File: config.mk
export PLATFORM = sky130hd
export DESIGN_NAME = dbg_fire_matcher
export DESIGN_NICKNAME = d
export VERILOG_FILES = /design/src/rtl/dbgm_pkg.sv /design/src/rtl/dbgm_slot_regs.sv /design/src/rtl/dbgm_link_eval.sv /design/src/rtl/dbgm_slot_qual.sv /design/src/rtl/dbgm_prio_pick.sv /design/src/rtl/dbg_fire_matcher.sv
export SDC_FILE = /design/constraint.sdc
export NUM_CORES = 1
export LEC_CHECK = 0
export BUFFER_PORTS_ARGS = -buffer_cell sky130_fd_sc_hd__buf_2
export CAP_MARGIN = 40
export CORE_UTILIZATION = 67
export CTS_BUF_LIST = sky130_fd_sc_hd__clkbuf_4
export DETAILED_ROUTE_END_ITERATION = 8
export PLACE_DENSITY_LB_ADDON = 0.25
export SLEW_MARGIN = 20
export SYNTH_ARGS = -nofsm -noshare
export SYNTH_HDL_FRONTEND = slang
export SYNTH_SLANG_ARGS = --single-unit
export TNS_END_PERCENT = 30
File: constraint.sdc
create_clock -name clk -period 7.5 [get_ports clk]
set_input_delay 1.5 -clock clk [delete_from_list [all_inputs] [get_ports clk]]
set_output_delay 1.5 -clock clk [all_outputs]
set_load 0.05 [all_outputs]
File: src/rtl/dbgm_pkg.sv
package dbgm_pkg;
   // control word field positions (decoded by the qualifier and link logic)
   localparam int EN_BIT     = 0;
   localparam int EL1_OK_BIT = 1;
   localparam int EL0_OK_BIT = 2;
   localparam int HI_OK_BIT  = 13;
   localparam int SEC_LO     = 14;
   localparam int LSLOT_LO   = 16;
   localparam int LINK_BIT   = 20;
   localparam int KIND_LO    = 20;
   localparam int CTRL_MSB   = 23;
   localparam logic [3:0] KIND_CTX = 4'd3;

   typedef enum logic [1:0] {
      SEC_ANY   = 2'd0,
      SEC_NS_A  = 2'd1,
      SEC_SONLY = 2'd2,
      SEC_NS_B  = 2'd3
   } sec_filter_e;
endpackage

File: src/rtl/dbgm_slot_regs.sv
module dbgm_slot_regs
   import dbgm_pkg::*;
#(
   parameter int N_SLOTS = 16,
   parameter int DATA_W  = 32,
   parameter int IDXW    = 4
) (
   input  logic                           clk,
   input  logic                           rst_n,
   input  logic                           we,
   input  logic                           val_sel,
   input  logic [IDXW-1:0]                slot,
   input  logic [DATA_W-1:0]              wdata,
   output logic [N_SLOTS-1:0][DATA_W-1:0] ctrl_q,
   output logic [N_SLOTS-1:0][DATA_W-1:0] val_q
);
   for (genvar k = 0; k < N_SLOTS; k++) begin : g_slot
      logic [DATA_W-1:0] c_r;
      logic [DATA_W-1:0] v_r;
      logic              sel_k;

      assign sel_k = we && (slot == IDXW'(k));

      always_ff @(posedge clk or negedge rst_n) begin
         if (!rst_n) begin
            c_r <= '0;
            v_r <= '0;
         end else if (sel_k) begin
            if (val_sel) v_r <= wdata;
            else         c_r <= wdata;
         end
      end

      assign ctrl_q[k] = c_r;
      assign val_q[k]  = v_r;

      // a control write lands on the following edge
      assert_cfg_ctrl_R12: assert property (@(posedge clk) disable iff (!rst_n)
         $past(rst_n) && $past(we) && !$past(val_sel) && ($past(slot) == IDXW'(k))
         |-> c_r == $past(wdata));
      // a value write lands on the following edge
      assert_cfg_val_R12: assert property (@(posedge clk) disable iff (!rst_n)
         $past(rst_n) && $past(we) && $past(val_sel) && ($past(slot) == IDXW'(k))
         |-> v_r == $past(wdata));
   end
endmodule

File: src/rtl/dbgm_link_eval.sv
module dbgm_link_eval
   import dbgm_pkg::*;
#(
   parameter int N_SLOTS = 16,
   parameter int DATA_W  = 32,
   parameter int CTX_W   = 32,
   parameter int BRP_TOP = 13,
   parameter int CTX_CNT = 2
) (
   input  logic [N_SLOTS-1:0][DATA_W-1:0] ctrl_q,
   input  logic [N_SLOTS-1:0][DATA_W-1:0] val_q,
   input  logic [1:0]                     cur_el,
   input  logic [CTX_W-1:0]               ctxid,
   output logic [15:0]                    link_ok
);
   localparam int LINK_LO = BRP_TOP - CTX_CNT;

   logic unused_words;
   assign unused_words = ^{ctrl_q, val_q};

   for (genvar j = 0; j < 16; j++) begin : g_tgt
      if (j < N_SLOTS && j >= LINK_LO && j <= BRP_TOP) begin : g_ctx
         logic kind_ok;
         logic id_ok;
         assign kind_ok = ctrl_q[j][EN_BIT] && (ctrl_q[j][KIND_LO +: 4] == KIND_CTX);
         assign id_ok   = (ctxid == val_q[j][CTX_W-1:0]);
         assign link_ok[j] = kind_ok && id_ok && !cur_el[1];
      end else begin : g_none
         assign link_ok[j] = 1'b0;
      end
   end

   // no link target may match from level 2 or above
   always_comb begin
      if (cur_el[1]) assert_no_ctx_high_el_R10: assert (link_ok == '0);
   end
endmodule

File: src/rtl/dbgm_slot_qual.sv
module dbgm_slot_qual
   import dbgm_pkg::*;
#(
   parameter int DATA_W = 32
) (
   input  logic [DATA_W-1:0] ctrl,
   input  logic              hit,
   input  logic [1:0]        eff_el,
   input  logic              secure,
   input  logic [15:0]       link_vec,
   output logic              qual
);
   logic        sec_ok;
   logic        lvl_ok;
   logic        lnk_ok;
   logic [3:0]  lslot;
   sec_filter_e sfilt;
   logic        unused_ctrl;

   assign unused_ctrl = ^ctrl;
   assign sfilt = sec_filter_e'(ctrl[SEC_LO +: 2]);
   assign lslot = ctrl[LSLOT_LO +: 4];

   always_comb begin
      unique case (sfilt)
         SEC_ANY:            sec_ok = 1'b1;
         SEC_SONLY:          sec_ok = secure;
         SEC_NS_A, SEC_NS_B: sec_ok = !secure;
         default:            sec_ok = 1'b0;
      endcase
   end

   always_comb begin
      unique case (eff_el)
         2'd0:    lvl_ok = ctrl[EL0_OK_BIT];
         2'd1:    lvl_ok = ctrl[EL1_OK_BIT];
         default: lvl_ok = ctrl[HI_OK_BIT];
      endcase
   end

   assign lnk_ok = ctrl[LINK_BIT] ? link_vec[lslot] : 1'b1;
   assign qual   = hit && ctrl[EN_BIT] && sec_ok && lvl_ok && lnk_ok;

   // a secure-only slot never qualifies for a non-secure access
   always_comb begin
      if (sfilt == SEC_SONLY && !secure) assert_secure_only_R5: assert (!qual);
   end
endmodule

File: src/rtl/dbgm_prio_pick.sv
module dbgm_prio_pick #(
   parameter int N_SLOTS = 16,
   parameter int IDXW    = 4
) (
   input  logic [N_SLOTS-1:0] req,
   output logic               any,
   output logic [IDXW-1:0]    idx
);
   always_comb begin
      any = |req;
      idx = '0;
      for (int i = N_SLOTS - 1; i >= 0; i--) begin
         if (req[i]) idx = IDXW'(i);
      end
   end
endmodule

File: src/rtl/dbg_fire_matcher.sv
module dbg_fire_matcher
   import dbgm_pkg::*;
#(
   parameter int N_SLOTS = 16,
   parameter int DATA_W  = 32,
   parameter int CTX_W   = 32,
   parameter int BRP_TOP = 13,
   parameter int CTX_CNT = 2,
   localparam int IDXW   = (N_SLOTS > 1) ? $clog2(N_SLOTS) : 1
) (
   input  logic               clk,
   input  logic               rst_n,
   input  logic               cfg_we,
   input  logic               cfg_val_sel,
   input  logic [IDXW-1:0]    cfg_slot,
   input  logic [DATA_W-1:0]  cfg_wdata,
   input  logic               acc_valid,
   input  logic [N_SLOTS-1:0] acc_hit,
   input  logic [1:0]         acc_el,
   input  logic               acc_secure,
   input  logic               acc_unpriv,
   input  logic [CTX_W-1:0]   acc_ctxid,
   input  logic               dbg_glb_en,
   input  logic               dbg_allowed,
   output logic               fire_valid,
   output logic               fire,
   output logic [IDXW-1:0]    fire_idx
);
   if (N_SLOTS < 1 || N_SLOTS > 16) begin : g_bad_n
      $error("N_SLOTS must lie in 1..16");
   end
   if (DATA_W <= CTRL_MSB || CTX_W > DATA_W) begin : g_bad_w
      $error("DATA_W must cover the control fields and CTX_W");
   end
   if (BRP_TOP >= N_SLOTS || CTX_CNT < 0) begin : g_bad_lnk
      $error("link window parameters out of range");
   end

   logic [N_SLOTS-1:0][DATA_W-1:0] ctrl_q;
   logic [N_SLOTS-1:0][DATA_W-1:0] val_q;
   logic [15:0]                    link_ok;
   logic [N_SLOTS-1:0]             qual;
   logic [1:0]                     eff_el;
   logic                           any_q;
   logic [IDXW-1:0]                pick_idx;
   logic                           gate;
   logic                           fire_d;

   dbgm_slot_regs #(.N_SLOTS(N_SLOTS), .DATA_W(DATA_W), .IDXW(IDXW)) u_regs (
      .clk(clk), .rst_n(rst_n), .we(cfg_we), .val_sel(cfg_val_sel),
      .slot(cfg_slot), .wdata(cfg_wdata), .ctrl_q(ctrl_q), .val_q(val_q)
   );

   dbgm_link_eval #(.N_SLOTS(N_SLOTS), .DATA_W(DATA_W), .CTX_W(CTX_W),
                    .BRP_TOP(BRP_TOP), .CTX_CNT(CTX_CNT)) u_link (
      .ctrl_q(ctrl_q), .val_q(val_q), .cur_el(acc_el), .ctxid(acc_ctxid),
      .link_ok(link_ok)
   );

   assign eff_el = acc_unpriv ? 2'd0 : acc_el;

   for (genvar s = 0; s < N_SLOTS; s++) begin : g_qual
      dbgm_slot_qual #(.DATA_W(DATA_W)) u_q (
         .ctrl(ctrl_q[s]), .hit(acc_hit[s]), .eff_el(eff_el),
         .secure(acc_secure), .link_vec(link_ok), .qual(qual[s])
      );
   end

   dbgm_prio_pick #(.N_SLOTS(N_SLOTS), .IDXW(IDXW)) u_pick (
      .req(qual), .any(any_q), .idx(pick_idx)
   );

   assign gate   = dbg_glb_en && dbg_allowed;
   assign fire_d = acc_valid && gate && any_q;

   always_ff @(posedge clk or negedge rst_n) begin
      if (!rst_n) begin
         fire_valid <= 1'b0;
         fire       <= 1'b0;
         fire_idx   <= '0;
      end else begin
         fire_valid <= acc_valid;
         fire       <= fire_d;
         fire_idx   <= fire_d ? pick_idx : '0;
      end
   end

   // strobe follows a sampled access by one cycle
   assert_strobe_R2: assert property (@(posedge clk) disable iff (!rst_n)
      $past(rst_n) && $past(acc_valid) |-> fire_valid);
   assert_no_strobe_R2: assert property (@(posedge clk) disable iff (!rst_n)
      !$past(acc_valid) |-> !fire_valid && !fire);
   // muted accesses never fire
   assert_gate_R3: assert property (@(posedge clk) disable iff (!rst_n)
      $past(acc_valid) && !($past(dbg_glb_en) && $past(dbg_allowed)) |-> !fire);
   // the reported slot was hit
   assert_hit_R4: assert property (@(posedge clk) disable iff (!rst_n)
      fire |-> (($past(acc_hit) >> fire_idx) & N_SLOTS'(1)) != '0);
   // index is zero when nothing fires
   assert_idle_idx_R11: assert property (@(posedge clk) disable iff (!rst_n)
      !fire |-> fire_idx == '0);
endmodule

# Yosys cells after proc, flatten, opt, wreduce, memory -nomap -nowiden
# Cells that the tools add are included.
# word_totals
reg_bits	447
input_bits	95
output_inout_bits	6
word_cells	355
# op_classes
magnitude_cmp	16
n_eq_ne	70
muxes	98
bitwise	1
n_reduce_logical	148
# ops
cell	n
$eq A32 B32 Y1	3
$logic_and A1 B1 Y1	92
$lt A4 B5 Y1 const B	16
$mux W4	17
$bmux W1 S4	16
$eq A2 B2 Y1 const B	32
$pmux W1 S3	16
$reduce_and A2 Y1	19
$eq A2 B1 Y1 const B	17
$logic_not A2 Y1	17
$eq A4 B4 Y1 const B	8
$mux W1	32
$pmux W1 S2	16
$reduce_or A2 Y1	16
$eq A4 B2 Y1 const B	5
$eq A4 B3 Y1 const B	4
$reduce_or A16 Y1	1
$eq A4 B1 Y1 const B	1
$logic_not A4 Y1	1
$logic_not A1 Y1	2
$mux W2	1
$not A1 Y1	1

# Longest topological paths before layout
# Gate-level depths: netlist of the first run.
# depth
ltp_word	25
ltp_mapped	12

# Hierarchy
# Synthesis of the first run repeated with hierarchy kept, for this count alone.
# unflattened
cells_unflattened	2745
hier_area_um2	42833.6
# by_module_without_submodules
mod	instances	cells_each	area_per_inst_um2	seq_area_each_um2
dbgm_slot_regs	1	2291	38274.2	25624.6
dbgm_slot_qual	16	16	186.4	0.0
dbgm_link_eval	1	151	1201.2	0.0
dbg_fire_matcher	1	13	198.9	150.1
dbgm_prio_pick	1	34	176.4	0.0

# Worst setup path before layout of the first run
# Ideal clock, no wire load.
# synth_timing
kind	input to register
start	in acc_ctxid[22]
end	reg fire_idx[1]
arrival_ps	3666
required_time_ps	7389
path_slack_ps	3722
cell_stages	10
path_buffers	1
path_cell_list	and2b_2 a2111o_1 nor4_2 nand4_2 buf_6 or3_1 a31oi_2 nor2b_2 nor4b_4 a2111oi_2
# synth_via
elab_chain_cells	24
word_cells_on_any_way	92
classes_between	eq/ne (3); mux (65); reduce/logical (24)
# synth_rtl
element	line	text
start, declared	dbg_fire_matcher.sv:22	input logic [CTX_W-1:0] acc_ctxid,
$eq A32 B32 Y1	dbgm_link_eval.sv:26	assign id_ok = (ctxid == val_q[j][CTX_W-1:0]);
$logic_and A1 B1 Y1 (2 in series)	dbgm_link_eval.sv:27	assign link_ok[j] = kind_ok && id_ok && !cur_el[1];
$bmux W1 S4	dbgm_slot_qual.sv:41	assign lnk_ok = ctrl[LINK_BIT] ? link_vec[lslot] : 1'b1;
$mux W1 (not written as such)	dbgm_slot_qual.sv:41	
$mux W1	dbgm_slot_qual.sv:41	
$logic_and A1 B1 Y1	dbgm_slot_qual.sv:42	assign qual = hit && ctrl[EN_BIT] && sec_ok && lvl_ok && lnk_ok;
$mux W4 (16 in series)	dbgm_prio_pick.sv:13	if (req[i]) idx = IDXW'(i);
$mux W4 *	dbg_fire_matcher.sv:84	fire_idx <= fire_d ? pick_idx : '0;
end signal, assigned	dbg_fire_matcher.sv:84	
end, declared	dbg_fire_matcher.sv:27	output logic [IDXW-1:0] fire_idx
# Every way passes the cells marked *; elsewhere a longest branch is shown, timed or not. The select of a mux whose other input is x is not followed.
# A chain may end at the register's enable or synchronous reset.

# Worst setup path in the final report of the first run
# layout_timing
start	in acc_el[1]
end	reg fire
# layout_via
elab_chain_cells	8
word_cells_on_any_way	105
classes_between	eq/ne (1); mux (65); reduce/logical (39)
# layout_rtl
element	line	text
start, declared	dbg_fire_matcher.sv:19	input logic [1:0] acc_el,
$logic_not A1 Y1	dbgm_link_eval.sv:27	
$logic_and A1 B1 Y1	dbgm_link_eval.sv:27	
$bmux W1 S4	dbgm_slot_qual.sv:41	
$mux W1 (not written as such)	dbgm_slot_qual.sv:41	
$mux W1	dbgm_slot_qual.sv:41	
$logic_and A1 B1 Y1	dbgm_slot_qual.sv:42	
$reduce_or A16 Y1 *	dbgm_prio_pick.sv:10	any = |req;
$logic_and A1 B1 Y1 *	dbg_fire_matcher.sv:74	assign fire_d = acc_valid && gate && any_q;
net fire_d	dbg_fire_matcher.sv:47	logic fire_d;
end signal, assigned	dbg_fire_matcher.sv:83	fire <= fire_d;
end, declared	dbg_fire_matcher.sv:26	output logic fire,
# Mark *: on every way through the listed nets, which the timed path passes. The rest lies on a longest branch. The select of a mux whose other input is x is not followed.

==> results of run 1 <==
## routing by layer
metal	wire length, um	vias to the layer above	GRT usage
met3	2480	88	0.0811
met5	0	-	0
li1	-	4269	-
met2	15800	382	0.511
met4	968	0	0.143
met1	14400	4929	0.458
## cells by family (layout without fill, tap and decap cells)
logic type      count (synthesis)  in the layout  share of synthesized area
simple gates                  241            241                      0.102
buf+inv                        83            261                     0.0242
compound gates                120            120                     0.0646
flops                         287            287                      0.525
mux                           278            278                      0.229
xor+xnor                       88             88                     0.0563
other cells                     0              3                          0
## cells in the final DEF (no fill, tap or decap), types with 5 or more instances in the layout
| cell | n |
|---|---|
| dfrtp_1 | 287 |
| mux2_2 | 277 |
| clkbuf_4 | 111 |
| buf_2 | 99 |
| xnor2_1 | 57 |
| nor2_1 | 57 |
| nand2_1 | 49 |
| xor2_1 | 31 |
| a21oi_1 | 26 |
| nor3b_1 | 22 |
| inv_1 | 17 |
| nand4_1 | 15 |
| nor4_1 | 13 |
| clkinv_1 | 13 |
| o2111ai_1 | 12 |
| o21ai_0 | 12 |
| nand4b_1 | 11 |
| nand3_1 | 10 |
| nand2b_1 | 8 |
| o22ai_1 | 8 |
| buf_4 | 8 |
| a31oi_1 | 7 |
| o221ai_1 | 6 |
| a211oi_1 | 6 |
| o31ai_1 | 6 |
| nor3_1 | 5 |
| nor2b_1 | 5 |
| nor4bb_1 | 5 |
| nand3b_1 | 5 |
| o211ai_1 | 5 |
| a2111oi_0 | 5 |
## critical path, cell delays in order
cell	delay, ns
buf_2	0.49
nand2_1	0.69
o2111ai_1	0.63
nor4_1	0.10
a22oi_1	0.22
o211ai_1	0.15
nand4b_1	0.22
or3_1	0.46
nor4b_4	0.35
a21oi_1	0.12
## synthesized netlist by cell type (2+ instances only)
master	number	area (sq um)
dfrtp_1	287	7180
mux2_2	277	3120
nor2_1	59	221
xnor2_1	57	499
nand2_1	49	184
clkbuf_1	39	146
xor2_1	31	272
a21oi_1	26	130
nor3b_1	23	173
buf_1	17	63.8
inv_1	17	63.8
nand4_1	15	93.8
nor4_1	14	87.6
o2111ai_1	12	105
o21ai_0	12	60.1
nand4b_1	11	96.3
nand3_1	10	50.1
nand2b_1	8	50.1
o22ai_1	8	50.1
a31oi_1	7	43.8
a211oi_1	6	45.0
buf_2	6	30.0
nor3_1	6	30.0
o221ai_1	6	52.6
o31ai_1	6	45.0
a2111oi_0	5	43.8
nand3b_1	5	37.5
nor2b_1	5	31.3
nor4bb_1	5	50.1
o211ai_1	5	37.5
a31o_2	4	35.0
and3_1	4	25.0
o31a_2	4	40.0
or2_2	4	25.0
or3_1	4	25.0
nor4b_1	3	26.3
o211a_1	3	30.0
a221oi_1	2	17.5
a2bb2oi_1	2	17.5
and4b_1	2	20.0
## report_power, final
part	switching, mW	total (mW)	internal [mW]	leakage [nW]
Combinational	0.312	0.695	0.382	2.76
Sequential	0.214	2.06	1.85	3.66
Clock	0.633	1.38	0.745	0.582
Total	1.16	4.14	2.98	7.00
## through the flow
| step | instances | util |
|---|---|---|
| after global routing | 1543 | 0.781 |
| after global placement | 1403 | 0.728 |
| after detailed placement | 1409 | 0.732 |
| after floorplan | 1097 | - |
| after CTS | 1540 | 0.781 |
| final | 1543 | 0.781 |
## state kept, by name, indices dropped and copies added, names as in the netlist
register	cells
u_regs.g_slot.c_r	185
fire_valid	1
fire	1
u_regs.g_slot.v_r	96
fire_idx	4
## worst paths after layout
check                                                        end                                  from
setup / recovery                                  fire$_DFF_PN0_                             acc_el[1]
hold / removal              u_regs.g_slot[4].c_r[15]$_DFFE_PN0P_  u_regs.g_slot[4].c_r[15]$_DFFE_PN0P_
setup reg to reg                           fire_idx[1]$_DFF_PN0_  u_regs.g_slot[12].v_r[1]$_DFFE_PN0P_
hold reg to reg             u_regs.g_slot[4].c_r[15]$_DFFE_PN0P_  u_regs.g_slot[4].c_r[15]$_DFFE_PN0P_
max in group asynchronous    u_regs.g_slot[4].c_r[1]$_DFFE_PN0P_                                 rst_n
min in group asynchronous  u_regs.g_slot[13].v_r[23]$_DFFE_PN0P_                                 rst_n
## cell type report
class,instances,area [sq um]
diodes,3,7.51
inverters,19,71.3
clock inverters,20,131
repair buffers,111,646
well taps,265,332
flip-flops and latches,287,7180
clock buffers,111,833
fillers,1206,4310
multi-input cells,727,6210
==> out/metrics.csv, run 1 <==
stage;metric;value;unit
clocking;Num CTS Buffers;75;
worst_hold_path;worst hold path class;register to register;
floorplan;Starting Density;0.694;
routing;DR vias/cell;6.27;
worst_setup_path;arrival time at the worst endpoint;4.95;ns
timing;Slew headroom;0.360;
placed_design;dpl cell area;14400;sq um
timing;WHS;0.498;ns
grt;global-route wire length before repair;53800;um
clocking;CTS tree;yes;
synthesis;main flop type after synthesis;dfrtp_1;
routing;via count;9668;
routing;drt pass-1 iters;5;
grt;vias in the first global route;10000;
synthesis;post-synthesis register bit count;287;
clocking;clk sink count;287;
clocking;clock buffer depth;3;
timing;Least-Margin Pin Slew;0.960;ns
routing;Iter 0 DRT Violations;549;
timing;period utilization;0.585;
power_and_ir_drop;peak supply drop;0.000168;V
synthesis;Synth Cell Area;13700;sq um
routing;Antenna Nets Post-Route;0;
run;max-cap violation count;0;
worst_setup_path;Crit Path Class;primary input to register;
clocking;clock latency on the worst-skew pair;0.68;ns
worst_setup_path;FF-to-FF path depth;11;
synthesis;Yosys Warn Count;0;
clocking;PostCTS Resize Cnt;0;
placed_design;Detailed Place HPWL;21400;um
grt;GR Overflow Total;0;
final_layout;finished layout cell area;15400;sq um
synthesis;async set-reset flop share out of synthesis;1.00;
grt;maximum number of pins on one net before global-route repair;171;
timing;clock skew;0.0188;ns
clocking;Max H-tree Level;3;
timing;TNS Setup;0;ns
worst_setup_path;CP max FO;22;
timing;fmax;228;MHz
worst_setup_path;CP endpoint kind;register;
clocking;root buffer cell;clkbuf_4;
timing;post-route minimum period;4.39;ns
synthesis;Mapped Nets;1192;
placed_design;GP Congestion;0.854;
timing;max-slew violations;0;
clocking;clk slew on worst S/H paths;0.07;ns
clocking;cts hold-fix bufs;0;
synthesis;Syn Inst Count;1097;
final_layout;share of layout cells above drive strength 1;0.423;
power_and_ir_drop;PwrDens;268;nW/um^2
timing;worst setup slack after layout;3.11;ns
timing;final hold vios;0;
floorplan;core area;19700;sq um
synthesis;Yosys cell types;71;
routing;residual DRC count;0;
synthesis;Post-synth EDFFs;0;
floorplan;Die Y-Extent;145;um
power_and_ir_drop;Lkg Pwr;7.00;nW
worst_setup_path;WP data required;8.06;ns
clocking;Post-CTS Setup Bufs;0;
worst_setup_path;flop2flop setup slack;4.03;ns
floorplan;IO Pins;101;
synthesis;Avg Cell Area, Syn;12.5;sq um
routing;wire per inst;21.8;um
outcome;status;complete, no violations;
worst_hold_path;hold path depth;1;
timing;RSZ-0062 raised after global routing;false;
grt;antenna violations before repair;3;
placed_design;I/O Buffers;100;
floorplan;Site Rows;51;
floorplan;die width;145;um
synthesis;register area share after synthesis;0.525;
routing;drt total wl;33600;um
timing;setup violators final;0;
placed_design;Post-Place Worst Slack;2.58;ns
final_layout;P&R area growth vs syn;12.6;%
worst_setup_path;CP startpoint kind;primary input;
grt;Total Routing Usage GR;0.334;
floorplan;die area;21000;sq um
power_and_ir_drop;Overall Power;4.14;mW
final_layout;final net count;1316;
No activity file was read; power rests on OpenSTA's default activity.
==> run 2: changes to the inputs <==
- CORE_UTILIZATION: 67 -> 63
- clock period: 7.5 -> 4.4 ns (I/O delays scaled with it)
==> run 2 against run 1 <==
  * Clock skew increased by 0.026 ns
  * Cell area about the same
  * First-iteration DRC count is 8.9% higher
  * Non-clock buffer count increased by 11
  * Combinational power is 71% higher
  * Largest power group unchanged
  * Global-route usage down 1.7 points
  * Die area up 6.3%
  * Sequential share of layout area about the same
  * Sequential cell count unchanged
  * Sequential power up 70%
==> out/metrics.csv, run 2 (synthesis gave the netlist of run 1 again) <==
stage;metric;value;unit
final_layout;commonest non-fill, non-tap cell in the layout;dfrtp_1;
final_layout;Largest regs;u_regs.g_slot.c_r: 185 flops, u_regs.g_slot.v_r: 96 flops, fire_idx: 4 flops;
power_and_ir_drop;Lkg Pwr;7.01;nW
final_layout;Filler cells;1480;
worst_setup_path;Crit Path Class;register to register;
clocking;Max H-tree Level;3;
timing;fmax;286;MHz
outcome;status;complete, no violations;
final_layout;Largest register FFs;185;
grt;GR Overflow Total;0;
timing;RSZ-0062 raised after global routing;false;
clocking;root buffer cell;clkbuf_4;
routing;Antenna Nets Post-Route;0;
timing;setup violators final;0;
floorplan;die area;22300;sq um
power_and_ir_drop;peak supply drop;0.000320;V
placed_design;DP Cell Count;1430;
clocking;Post-CTS Setup Bufs;0;
worst_hold_path;worst hold path class;primary input to async pin;
placed_design;Post-Place Worst Slack;0.348;ns
final_layout;Most flops, register;u_regs.g_slot.c_r;
clocking;Num CTS Buffers;75;
worst_setup_path;arrival time at the worst endpoint;4.04;ns
final_layout;Final Non-Filler Cells;1547;
worst_setup_path;CP endpoint kind;register;
grt;maximum number of pins on one net before global-route repair;124;
worst_setup_path;Slowest cell on crit path;nor4b_1;
worst_setup_path;FF-to-FF path depth;10;
power_and_ir_drop;Overall Power;6.93;mW
floorplan;die width;149;um
final_layout;P&R area growth vs syn;12.6;%
clocking;clock buffer depth;3;
worst_setup_path;WP data required;4.94;ns
routing;Iter 0 DRT Violations;598;
clocking;CTS tree;yes;
grt;vias in the first global route;9766;
clocking;PostCTS Resize Cnt;0;
final_layout;most frequent cells in the layout;287 x dfrtp_1, 277 x mux2_2, 110 x clkbuf_4;
grt;Total Routing Usage GR;0.317;
floorplan;Starting Density;0.647;
clocking;clock latency on the worst-skew pair;0.69;ns
floorplan;Die Y-Extent;149;um
worst_setup_path;CP max FO;13;
routing;drt pass-1 iters;4;
routing;drt total wl;33400;um
floorplan;IO Pins;101;
power_and_ir_drop;PwrDens;450;nW/um^2
final_layout;final net count;1327;
worst_setup_path;Critical Path, Cell by Cell;nand2b_1 -> o2111ai_1 -> nor4b_1 -> nand4_2 -> or3_1 -> o211ai_1 -> o211ai_1 -> a21oi_1 -> o21ai_0 -> a2111oi_2;
floorplan;Site Rows;53;
timing;max-slew violations;0;
timing;Slew headroom;0.373;
clocking;clk slew on worst S/H paths;0.07;ns
placed_design;Detailed Place HPWL;22400;um
timing;TNS Setup;0;ns
timing;post-route minimum period;3.50;ns
final_layout;share of layout cells above drive strength 1;0.428;
timing;clock skew;0.0448;ns
routing;DR vias/cell;6.15;
grt;antenna violations before repair;1;
routing;residual DRC count;0;
floorplan;core area;21200;sq um
timing;WHS;0.293;ns
timing;Least-Margin Pin Slew;0.941;ns
routing;wire per inst;21.6;um
worst_setup_path;Worst R2R End;fire_idx[1]$_DFF_PN0_;
worst_setup_path;flop2flop setup slack;0.90;ns
worst_setup_path;Worst path max stage delay;0.76;ns
run;max-cap violation count;0;
placed_design;GP Congestion;0.859;
clocking;clk sink count;287;
timing;worst setup slack after layout;0.903;ns
timing;period utilization;0.795;
worst_setup_path;CP dominant cell by count;o211ai_1;
clocking;cts hold-fix bufs;0;
grt;global-route wire length before repair;52800;um
worst_setup_path;reg-to-reg startpoint;u_regs.g_slot[11].v_r[13]$_DFFE_PN0P_;
worst_setup_path;CP startpoint kind;register;
timing;final hold vios;0;
placed_design;I/O Buffers;100;
routing;via count;9509;
## run 2: power by group
group	leakage [nW]	switching [mW]	internal [mW]
Clock	0.533	1.05	1.18
Sequential	3.66	0.360	3.15
Combinational	2.81	0.533	0.657
Total	7.01	1.94	4.99
## run 2: critical path, delay by kind of cell, from the launching register on
kind	cells	cell delay [ns]
flip-flops	1	0.42
AO/OA/AOI/OAI	6	1.08
AND/OR/NAND/NOR	4	1.87
## run 2: worst max path at each step
stage	startpoint	end	slack, ns	cells past startpoint
floorplan	acc_ctxid[22]	fire_idx[1]$_DFF_PN0_	1.24	10
global placement	acc_ctxid[23]	fire_idx[1]$_DFF_PN0_	0.35	11
detailed placement	acc_ctxid[13]	fire_idx[1]$_DFF_PN0_	0.35	11
CTS	u_regs.g_slot[11].v_r[13]$_DFFE_PN0P_	fire_idx[1]$_DFF_PN0_	0.99	10
global route	u_regs.g_slot[11].v_r[13]$_DFFE_PN0P_	fire_idx[1]$_DFF_PN0_	0.66	10
finish	u_regs.g_slot[11].v_r[13]$_DFFE_PN0P_	fire_idx[1]$_DFF_PN0_	0.90	10
## run 2: area by class of cell
type	count	area, sq um	area share
sequential	287	7180	0.466
multi-input combinational	727	6210	0.403
clock buffer	110	826	0.0536
timing repair buffer	122	728	0.0473
tap	275	344	0.0223
inverter	19	71.3	0.00463
clock inverter	6	50.0	0.00325
antenna	1	2.50	0.000162
## run 2: metrics by stage
stage               cell area (sq um)  utilization
floorplan                       13700            -
global placement                14500        0.683
detailed placement              14500        0.687
CTS                             15400        0.728
global route                    15400        0.728
finish                          15400        0.728
## run 2: layer usage
layer / part of all wire / vias up / GRT usage / wire (um)
met5: 0 / - / 0 / 0
met4: 0.026 / 0 / 0.127 / 857
met3: 0.064 / 74 / 0.0676 / 2130
met2: 0.46 / 285 / 0.479 / 15500
met1: 0.45 / 4869 / 0.447 / 14900
li1: - / 4281 / - / -
